[config.mk]
export PLATFORM = sky130hd
export DESIGN_NAME = spi_window_wdog
export DESIGN_NICKNAME = d
export VERILOG_FILES = /design/src/rtl/swd_pkg.sv /design/src/rtl/swd_dpath.sv /design/src/rtl/swd_ctrl.sv /design/src/rtl/spi_window_wdog.sv
export SDC_FILE = /design/constraint.sdc
export NUM_CORES = 1
export LEC_CHECK = 0
export BUFFER_PORTS_ARGS = -buffer_cell sky130_fd_sc_hd__buf_2
export CAP_MARGIN = 20
export CORE_ASPECT_RATIO = 0.9
export CORE_MARGIN = 2
export CORE_UTILIZATION = 30
export DETAILED_ROUTE_END_ITERATION = 8
export PLACE_DENSITY = 0.54
export SYNTH_ARGS = -nofsm -noshare
export SYNTH_HDL_FRONTEND = slang
export SYNTH_SLANG_ARGS = --single-unit
[constraint.sdc]
create_clock -name clk -period 5.4 [get_ports clk]
set_input_delay 0.54 -clock clk [delete_from_list [all_inputs] [get_ports clk]]
set_output_delay 0.54 -clock clk [all_outputs]
set_load 0.05 [all_outputs]
[src/rtl/swd_pkg.sv]
package swd_pkg;

  typedef enum logic [1:0] {
    PH_CLOSED = 2'd0,
    PH_OPEN   = 2'd1,
    PH_HOLD   = 2'd2,
    PH_OFF    = 2'd3
  } phase_e;

  // strobes from control to datapath
  typedef struct packed {
    logic   clrWin;
    logic   applyCfg;
    phase_e phase;
  } ctrl_strb_t;

  // status from datapath to control
  typedef struct packed {
    logic csRise;
    logic winDone;
    logic frameValid;
    logic frameTrig;
    logic frameOff;
  } dp_stat_t;

  localparam logic [2:0] OFF_CODE = 3'b010;

endpackage

[src/rtl/swd_dpath.sv]
module swd_dpath
  import swd_pkg::*;
#(
  parameter int PRESC_DIV    = 1000,
  parameter int CLOSED_TICKS = 20,
  parameter int OPEN_TICKS   = 80,
  parameter int DLY_W        = 8,
  parameter int DEFAULT_DLY  = 64
) (
  input  logic             clk,
  input  logic             rstN,
  input  logic             csN,
  input  logic             cmdValid,
  input  logic             cmdTrig,
  input  logic [2:0]       cmdDisable,
  input  logic             cmdDlyWr,
  input  logic [DLY_W-1:0] cmdDelay,
  input  logic             supplyOk,
  input  ctrl_strb_t       strb,
  output dp_stat_t         stat,
  output logic             supplyLow
);

  localparam int PS_W   = (PRESC_DIV > 2) ? $clog2(PRESC_DIV) : 1;
  localparam int MAXA   = (CLOSED_TICKS > OPEN_TICKS) ? CLOSED_TICKS : OPEN_TICKS;
  localparam int MAXLIM = (MAXA > (1 << DLY_W)) ? MAXA : (1 << DLY_W);
  localparam int CNT_W  = $clog2(MAXLIM + 1);

  localparam logic [PS_W-1:0]  PS_LAST  = PS_W'(PRESC_DIV - 1);
  localparam logic [CNT_W-1:0] LIM_CLS  = CNT_W'(CLOSED_TICKS);
  localparam logic [CNT_W-1:0] LIM_OPN  = CNT_W'(OPEN_TICKS);
  localparam logic [DLY_W-1:0] DLY_DEF  = DLY_W'(DEFAULT_DLY);

  // chip select synchroniser and edge detect
  logic [2:0] csSh;
  logic       csHigh;
  logic       csRise;

  always_ff @(posedge clk or negedge rstN) begin
    if (!rstN) csSh <= 3'b111;
    else       csSh <= {csSh[1:0], csN};
  end

  assign csHigh = csSh[1];
  assign csRise = csSh[1] & ~csSh[2];

  // supply-good synchroniser
  logic [1:0] supSh;

  always_ff @(posedge clk or negedge rstN) begin
    if (!rstN) supSh <= 2'b00;
    else       supSh <= {supSh[0], supplyOk};
  end

  assign supplyLow = ~supSh[1];

  // captured frame fields
  logic             pendValid;
  logic             pendTrig;
  logic [2:0]       pendDis;
  logic             pendDlyWr;
  logic [DLY_W-1:0] pendDly;

  always_ff @(posedge clk or negedge rstN) begin
    if (!rstN) begin
      pendValid <= 1'b0;
      pendTrig  <= 1'b0;
      pendDis   <= 3'b000;
      pendDlyWr <= 1'b0;
      pendDly   <= '0;
    end else if (csRise) begin
      pendValid <= 1'b0;
      pendTrig  <= 1'b0;
      pendDlyWr <= 1'b0;
    end else if (cmdValid && !csHigh) begin
      pendValid <= 1'b1;
      pendTrig  <= cmdTrig;
      pendDis   <= cmdDisable;
      pendDlyWr <= cmdDlyWr;
      pendDly   <= cmdDelay;
    end
  end

  // tick prescaler
  logic [PS_W-1:0] psCnt;
  logic            tick;

  assign tick = (psCnt == PS_LAST);

  always_ff @(posedge clk or negedge rstN) begin
    if (!rstN)            psCnt <= '0;
    else if (strb.clrWin) psCnt <= '0;
    else if (tick)        psCnt <= '0;
    else                  psCnt <= psCnt + 1'b1;
  end

  // window / hold tick counter, shared by all phases
  logic [CNT_W-1:0] winCnt;

  always_ff @(posedge clk or negedge rstN) begin
    if (!rstN)            winCnt <= '0;
    else if (strb.clrWin) winCnt <= '0;
    else if (tick)        winCnt <= winCnt + 1'b1;
  end

  // hold length register
  logic [DLY_W-1:0] dlyReg;

  always_ff @(posedge clk or negedge rstN) begin
    if (!rstN)                            dlyReg <= DLY_DEF;
    else if (supplyLow)                   dlyReg <= DLY_DEF;
    else if (strb.applyCfg && pendDlyWr)  dlyReg <= pendDly;
  end

  logic [CNT_W-1:0] effDly;
  logic [CNT_W-1:0] limit;

  assign effDly = (dlyReg == '0) ? CNT_W'(1) : CNT_W'(dlyReg);

  always_comb begin
    case (strb.phase)
      PH_CLOSED: limit = LIM_CLS;
      PH_OPEN:   limit = LIM_OPN;
      PH_HOLD:   limit = effDly;
      default:   limit = LIM_CLS;
    endcase
  end

  assign stat.csRise     = csRise;
  assign stat.winDone    = tick && (winCnt == (limit - CNT_W'(1))) && (strb.phase != PH_OFF);
  assign stat.frameValid = pendValid;
  assign stat.frameTrig  = pendValid && pendTrig;
  assign stat.frameOff   = pendValid && (pendDis == OFF_CODE);

  AST_CAPTURE_GATED: assert property (@(posedge clk) disable iff (!rstN)
    cmdValid && csHigh && !csRise |=> $stable(pendValid) && $stable(pendTrig))
    else $error("capture while chip select high");

  AST_DELAY_RESTORE: assert property (@(posedge clk) disable iff (!rstN)
    supplyLow |=> dlyReg == DLY_DEF)
    else $error("hold length not restored");

  AST_DELAY_KEEP: assert property (@(posedge clk) disable iff (!rstN)
    !supplyLow && !strb.applyCfg |=> $stable(dlyReg))
    else $error("hold length changed without a write");

endmodule

[src/rtl/swd_ctrl.sv]
module swd_ctrl
  import swd_pkg::*;
(
  input  logic       clk,
  input  logic       rstN,
  input  dp_stat_t   stat,
  output ctrl_strb_t strb,
  output logic       wdReset
);

  phase_e phase;
  phase_e phaseNxt;

  always_comb begin
    phaseNxt = phase;
    if (stat.csRise && stat.frameOff) begin
      phaseNxt = PH_OFF;
    end else begin
      case (phase)
        PH_OFF: begin
          if (stat.csRise && stat.frameValid) phaseNxt = PH_CLOSED;
        end
        PH_CLOSED: begin
          if (stat.csRise && stat.frameTrig) phaseNxt = PH_HOLD;
          else if (stat.winDone)             phaseNxt = PH_OPEN;
        end
        PH_OPEN: begin
          if (stat.csRise && stat.frameTrig) phaseNxt = PH_CLOSED;
          else if (stat.winDone)             phaseNxt = PH_HOLD;
        end
        PH_HOLD: begin
          if (stat.winDone) phaseNxt = PH_CLOSED;
        end
        default: phaseNxt = PH_CLOSED;
      endcase
    end
  end

  always_ff @(posedge clk or negedge rstN) begin
    if (!rstN) phase <= PH_CLOSED;
    else       phase <= phaseNxt;
  end

  assign strb.clrWin   = (phaseNxt != phase);
  assign strb.applyCfg = stat.csRise && stat.frameValid;
  assign strb.phase    = phase;
  assign wdReset       = (phase == PH_HOLD);

  AST_EARLY_FAULT: assert property (@(posedge clk) disable iff (!rstN)
    phase == PH_CLOSED && stat.csRise && stat.frameTrig && !stat.frameOff |=> wdReset)
    else $error("early service did not fault");

  AST_READ_NO_SERVICE: assert property (@(posedge clk) disable iff (!rstN)
    phase == PH_OPEN && stat.csRise && stat.frameValid && !stat.frameTrig
    && !stat.frameOff && !stat.winDone |=> phase == PH_OPEN)
    else $error("read frame changed the window");

  AST_HOLD_EXIT: assert property (@(posedge clk) disable iff (!rstN)
    $fell(wdReset) |-> phase == PH_CLOSED || phase == PH_OFF)
    else $error("hold left to a wrong phase");

  AST_OFF_STAYS: assert property (@(posedge clk) disable iff (!rstN)
    phase == PH_OFF && !stat.csRise |=> phase == PH_OFF)
    else $error("left off state without a frame");

endmodule

[src/rtl/spi_window_wdog.sv]
module spi_window_wdog
  import swd_pkg::*;
#(
  parameter int PRESC_DIV    = 1000,
  parameter int CLOSED_TICKS = 20,
  parameter int OPEN_TICKS   = 80,
  parameter int DLY_W        = 8,
  parameter int DEFAULT_DLY  = 64
) (
  input  logic             clk,
  input  logic             rstN,
  input  logic             csN,
  input  logic             cmdValid,
  input  logic             cmdTrig,
  input  logic [2:0]       cmdDisable,
  input  logic             cmdDlyWr,
  input  logic [DLY_W-1:0] cmdDelay,
  input  logic             supplyOk,
  output logic             wdReset,
  output logic             errN
);

  ctrl_strb_t strb;
  dp_stat_t   stat;
  logic       supplyLow;

  swd_dpath #(
    .PRESC_DIV   (PRESC_DIV),
    .CLOSED_TICKS(CLOSED_TICKS),
    .OPEN_TICKS  (OPEN_TICKS),
    .DLY_W       (DLY_W),
    .DEFAULT_DLY (DEFAULT_DLY)
  ) i_dpath (
    .clk       (clk),
    .rstN      (rstN),
    .csN       (csN),
    .cmdValid  (cmdValid),
    .cmdTrig   (cmdTrig),
    .cmdDisable(cmdDisable),
    .cmdDlyWr  (cmdDlyWr),
    .cmdDelay  (cmdDelay),
    .supplyOk  (supplyOk),
    .strb      (strb),
    .stat      (stat),
    .supplyLow (supplyLow)
  );

  swd_ctrl i_ctrl (
    .clk    (clk),
    .rstN   (rstN),
    .stat   (stat),
    .strb   (strb),
    .wdReset(wdReset)
  );

  assign errN = ~(wdReset | supplyLow);

endmodule

# Word-level counts from Yosys, hierarchy flattened
# Cells that the tools add are included.
# totals
ff_bits	48
in_bits	18
# op_classes
bitwise_logic	6
eq_ne	9
n_reduce_logical	15
add_sub_neg	3
mux	22
# ops
operator	n
2-to-1 mux 8 bit	3
2-to-1 mux 10 bit	2
2-to-1 mux 9 bit	2
one-hot mux 8 bit (2 select lines)	1
2-to-1 mux 2 bit	7
adder 10 x 1 -> 10 bit, second input constant	1
equality test 10 bit, second input constant	1
adder 9 x 1 -> 9 bit, second input constant	1
equality test 9 bit	1
logical AND 1 bit	9
subtractor 9 x 1 -> 9 bit, second input constant	1
logical NOT 8 bit	1
one-hot mux 2 bit (4 select lines)	1
2-to-1 mux 1 bit	6
equality test 2 bit, second input constant	2
!= test 2 bit, second input constant	2
inverter 1 bit	4
nonzero test 2 bit	2
equality test 3 x 2 -> 1 bit, second input constant	1
equality test 2 x 1 -> 1 bit, second input constant	1
logical NOT 2 bit	1
!= test 2 bit	1
AND reduction 2 bit	1
AND 1 bit	1
other kinds (2)	2

# Longest topological paths before layout
# depth
ltp_word	13
depth_mapped	14
mapped_depth_nobuf	12

# Cells and area by module
# A second synthesis with hierarchy kept.
# unflattened
hier_cells	247
hier_area_um2	2498.6
# modules_own_cells
module	seq_area_each_um2	instances	area_each_um2	cells_each
swd_dpath	1156.1	1	2342.2	229
swd_ctrl	50.0	1	152.6	17
spi_window_wdog	0.0	1	3.8	1

# Worst setup path before layout
# No wires, ideal clock.
# synth_timing
path_type	register to register
from	register i_ctrl.phase[0]
to	register i_dpath.winCnt[0]
n_path_buf	2
arrival_time_ps	3269
path_stages_with_launch	14
setup_time_ps	143
period_less_slack_ps	3412
slack_ps	1988
path_cell_list	dfrtp_1 > inv_1 > ha_1 > buf_6 > and2_1 > buf_4 > nand2_1 > ha_1 > xnor2_1 > a2111o_1 > nor4_2 > nand4_2 > a2111oi_4 > nor3_1
# synth_via
elab_chain_cells	12
word_cells_on_any_way	21
classes_between	1 x add/sub; 6 x eq/ne; 10 x mux; 4 x reduce/logical
# synth_lines
element	line_no	rtl
start: declaration	swd_ctrl.sv:11	phase_e phase;
start signal: assignment	swd_ctrl.sv:41	else phase <= phaseNxt;
equality test 2 bit (*)	n/a	
named net wdReset	spi_window_wdog.sv:19	output logic wdReset,
one-hot mux 8 bit (2 select lines)	swd_dpath.sv:121	case (strb.phase)
subtractor 9 x 1 -> 9 bit	swd_dpath.sv:130	assign stat.winDone = tick && (winCnt == (limit - CNT_W'(1))) && (strb.phase != PH_OFF);
equality test 9 bit	swd_dpath.sv:130	
logical AND 1 bit (2 in a row)	swd_dpath.sv:130	
2-to-1 mux 2 bit (on tied branches)	swd_ctrl.sv:29, swd_ctrl.sv:25	
2-to-1 mux 2 bit (on tied branches)	swd_ctrl.sv:28, swd_ctrl.sv:24	
one-hot mux 2 bit (4 select lines) (*)	swd_ctrl.sv:19	case (phase)
2-to-1 mux 2 bit (*)	swd_ctrl.sv:16	if (stat.csRise && stat.frameOff) begin
!= test 2 bit (*)	swd_ctrl.sv:44	assign strb.clrWin = (phaseNxt != phase);
2-to-1 mux 9 bit / nonzero test 2 bit (equally long branches)	n/a	
end signal: assignment	swd_dpath.sv:103	else if (tick) winCnt <= winCnt + 1'b1;
end: declaration	swd_dpath.sv:98	logic [CNT_W-1:0] winCnt;
# The timed path passes the listed nets; every way through them passes the cells marked *.
# A chain may end at the register's enable or synchronous reset.

# Worst setup path in the final report
# layout_timing
from	register i_ctrl.phase[0]
to	register i_dpath.winCnt[7]
# layout_via
elab_chain_cells	12
word_cells_on_any_way	21
classes_between	1 x add/sub; 6 x eq/ne; 10 x mux; 4 x reduce/logical
# layout_lines
element	line_no
equality test 2 bit / equality test 2 x 1 -> 1 bit (equally long branches)	swd_dpath.sv:121, swd_ctrl.sv:19
one-hot mux 8 bit (2 select lines)	swd_dpath.sv:121
subtractor 9 x 1 -> 9 bit	swd_dpath.sv:130
equality test 9 bit	swd_dpath.sv:130
logical AND 1 bit (2 in a row)	swd_dpath.sv:130
2-to-1 mux 2 bit (on tied branches)	swd_ctrl.sv:29, swd_ctrl.sv:25
2-to-1 mux 2 bit (on tied branches)	swd_ctrl.sv:28, swd_ctrl.sv:24
one-hot mux 2 bit (4 select lines)	swd_ctrl.sv:19
2-to-1 mux 2 bit	swd_ctrl.sv:16
!= test 2 bit (*)	swd_ctrl.sv:44
2-to-1 mux 9 bit / nonzero test 2 bit (equally long branches)	n/a
# Every way passes the cells marked *; elsewhere a longest branch is shown, timed or not.

==> key figures <==
Status
  – Run status: completed

Timing
  – Hold Vio Cnt, Final: 0
  – Setup Viol. Count Final: 0
  – Worst setup margin: 1.82 ns
  – RSZ-0062 raised after global routing: false
  – Final Max Slew Viols: 0
  – Worst clock skew: 0.0109 ns
  – Slew Limit Headroom: 35.4%
  – Min cycle time layout: 3.58 ns
  – Fmax: 279 MHz
  – WHS: 0.333 ns
  – Slew @ Worst Pin: 0.967 ns
  – TNS Setup: 0 ns
  – Final worst path period share: 66.3%

Floorplanning
  – Ports: 20
  – Std-Cell Rows: 32
  – Die X: 104 um
  – Die Y: 94.3 um
  – Die area: 9840 sq um
  – Area of the core: 8690 sq um
  – Starting density of the core: 31.3%

Route
  – DRT iter0 DRCs: 153
  – Post-Route WL: 5790 um
  – Drt wl/cell: 14.0 um
  – Via count: 2098
  – DRC viols: 0
  – Via-per-instance ratio: 5.07
  – Number of routed nets with antenna violations: 0
  – Pre-antenna DRT Iters: 4

Layout
  – Nets: 319
  – # fillers: 898
  – Antenna cells: 0
  – FF+latch area: 1210 sq um
  – Final instance area: 3050 sq um
  – Layout cells sized above 1: 18.0%
  – Non-filler instance count after layout: 414
  – Area of the multi-input gates: 1420 sq um
  – Area grow syn2layout: 12.2%

Setup path
  – Setup crit end kind: flop
  – CP Data Required Time: 5.56 ns
  – Crit Path Max Fanout: 11
  – Crit-path slowest cell: a2111oi_4
  – Top cell by count, worst path: ha_1
  – CP Launch Type: flop
  – Worst-path cell chain: inv_1 -> ha_1 -> and2_1 -> nand2_1 -> ha_1 -> xnor2_1 -> a2111o_1 -> nor4_2 -> nand4_2 -> a2111oi_4 -> nor3_1
  – Arr. time, crit path: 3.74 ns
  – Worst path max stage delay: 0.50 ns
  – CP Class: reg -> reg

Clocking
  – Setup Buffers After CTS: 0
  – H-tree levels: 2
  – CTS buffer count: 5
  – Clk_lat worst skew: 0.30 ns
  – Clock Tree Buf Depth: 2
  – Sink Count: 48
  – Resize count post-CTS: 0
  – TritonCTS clock tree: yes
  – Clock transition at path regs: 0.10 ns
  – Post-CTS Hold Buffers: 0
  – CTS Root Cell: clkbuf_8

Power
  – Worst vdd ir: 0.000187 V
  – Pwr Density: 352 nW/um^2
  – P_leak: 1.23 nW

Global route
  – Total congestion overflow: 0
  – GRT Total Usage: 12.7%
  – Wire length of the first global-routing pass: 10000 um
  – Largest net degree at the start of global routing: 49
  – Vias in the first global route: 1973
  – Initial antenna violation count: 0

Hold path
  – Min-delay worst type: in -> async

Yosys
  – Ys flop type: dfrtp_1
  – Mapped Area: 2720 sq um
  – Async set or reset register ratio after synthesis: 100%
  – Number of synthesized flops with an enable pin: 0
  – Post-Syn Area per Cell: 9.78 sq um
  – Mapped Cells: 278
  – Mapped Nets: 303
  – Flops & latches, synth: 48
  – Netlist cell types: 48
  – Synth Warn #: 0
  – Sequential fraction of the synthesis area: 44.4%

Placed design
  – RD Place Congestion: 0.857
  – Inst Count DP: 406
  – Cell area after placement: 2920 sq um
  – PortBufs: 19
  – Detailed Place HPWL: 4180 um
  – Dpl ws: 1.82 ns

Job
  – Max-cap violations: 0
## registers in the layout (all words and copies together), names as in the netlist
signal and cells:
i_dpath.psCnt 10, i_dpath.winCnt 9, i_dpath.dlyReg 8, i_dpath.pendDly 8, i_dpath.csSh 3, i_dpath.pendDis 3
i_ctrl.phase 2, i_dpath.supSh 2, i_dpath.pendDlyWr 1, i_dpath.pendTrig 1, i_dpath.pendValid 1
## cell usage after synthesis (all sizes together) (2+ instances only)
master	count	area share, %
nor2	15	2.1
or3	3	0.69
and2	3	0.69
o21ai	10	2.0
nor4	5	1.4
a31oi	3	0.69
o211ai	7	1.9
nand3b	2	0.55
inv	7	0.97
a31o	2	0.64
xnor2	9	2.9
nand4	7	1.8
nand4b	4	1.3
and3	2	0.46
and4	2	0.64
a22o	2	0.64
or2	2	0.46
nor3	16	2.9
nand2	31	4.3
mux2i	3	1.1
a21oi	8	1.5
buf	8	1.9
xor2	9	2.9
mux2	11	4.6
a21boi	8	2.2
dfstp	4	3.9
nand3	16	2.9
a211oi	5	1.4
nor2b	5	1.2
dfrtp	44	41
clkbuf	4	0.55
o21a	4	1.1
and3b	2	0.64
ha	7	3.2
## stage by stage
| step | power [mW] | utilization [%] |
|---|---|---|
| after CTS | 1.09 | 35.1 |
| after global routing | 1.15 | 35.1 |
| after detailed placement | 0.773 | 33.6 |
| after global placement | 0.772 | 33.6 |
| final | 1.07 | 35.1 |
| after floorplan | 0.705 | - |
## metal layers
metal  share of wire, %  GRT usage (%)
met5                  0              0
met4                2.0           4.73
met3                3.9           2.08
met2                 43           19.6
met1                 51           18.0
## worst paths after layout
check                                                start                        endpoint  slack [ns]  cells past startpoint
min in group clk                                       csN       i_dpath.csSh[0]$_DFF_PN1_        0.33                      1
worst max-delay path             i_ctrl.phase[0]$_DFF_PN0_   i_dpath.winCnt[7]$_DFFE_PN0P_        1.82                     11
max in group asynchronous                             rstN  i_dpath.pendDly[4]$_DFFE_PN0P_        4.65                      2
worst min-delay path                                  rstN      i_dpath.psCnt[3]$_DFF_PN0_        0.33                      2
worst max register to register   i_ctrl.phase[0]$_DFF_PN0_   i_dpath.winCnt[7]$_DFFE_PN0P_        1.82                     11
worst min register to register  i_dpath.supSh[0]$_DFF_PN0_      i_dpath.supSh[1]$_DFF_PN0_        0.36                      0
## power by group
group | switching, mW | internal (mW) | leakage (nW) | total (mW)
sequential | 0.0405 | 0.405 | 0.613 | 0.445
clock | 0.122 | 0.185 | 0.0654 | 0.308
combinational | 0.193 | 0.128 | 0.554 | 0.320
total | 0.356 | 0.717 | 1.23 | 1.07
## cells by family (layout without fill, tap and decap cells)
family          Yosys count  in the layout  synth area share, %
simple gates            117            117                 22.7
compound gates           55             55                 14.7
flops                    48             48                 44.4
buf+inv                  19             36                 3.45
xor+xnor                 18             18                 5.80
mux                      14             14                 5.66
fa+ha+maj                 7              7                 3.22
## worst max-delay path, delay by kind of cell (launching register included)
kind | cells | cell delay, ns
compound gates | 2 | 0.90
xor+xnor | 1 | 0.13
fa+ha+maj | 2 | 0.71
buf+inv | 1 | 0.16
flops | 1 | 0.43
simple gates | 5 | 1.10
## cell usage in the layout, fill, tap and decap left out, types with 6 or more instances in the layout
cell type	synthesis	routed
dfrtp_1	44	44
buf_2	3	19
a21oi_1	8	8
nand2_1	31	31
ha_1	7	7
xor2_1	9	9
nand4_1	6	6
inv_1	7	7
nor2_1	15	15
nand3_1	16	16
nor3_1	16	16
mux2_2	11	11
xnor2_1	9	9
o211ai_1	7	7
o21ai_0	9	9
a21boi_0	8	8
## final cells by class
| type | instances | area share (%) |
|---|---|---|
| timing repair buffer | 21 | 3.61 |
| clock buffer | 6 | 2.38 |
| sequential | 48 | 39.6 |
| tap | 119 | 4.89 |
| clock inverter | 2 | 1.97 |
| multi-input combinational | 211 | 46.7 |
| inverter | 7 | 0.862 |
Power figures use the tool's default switching activity.
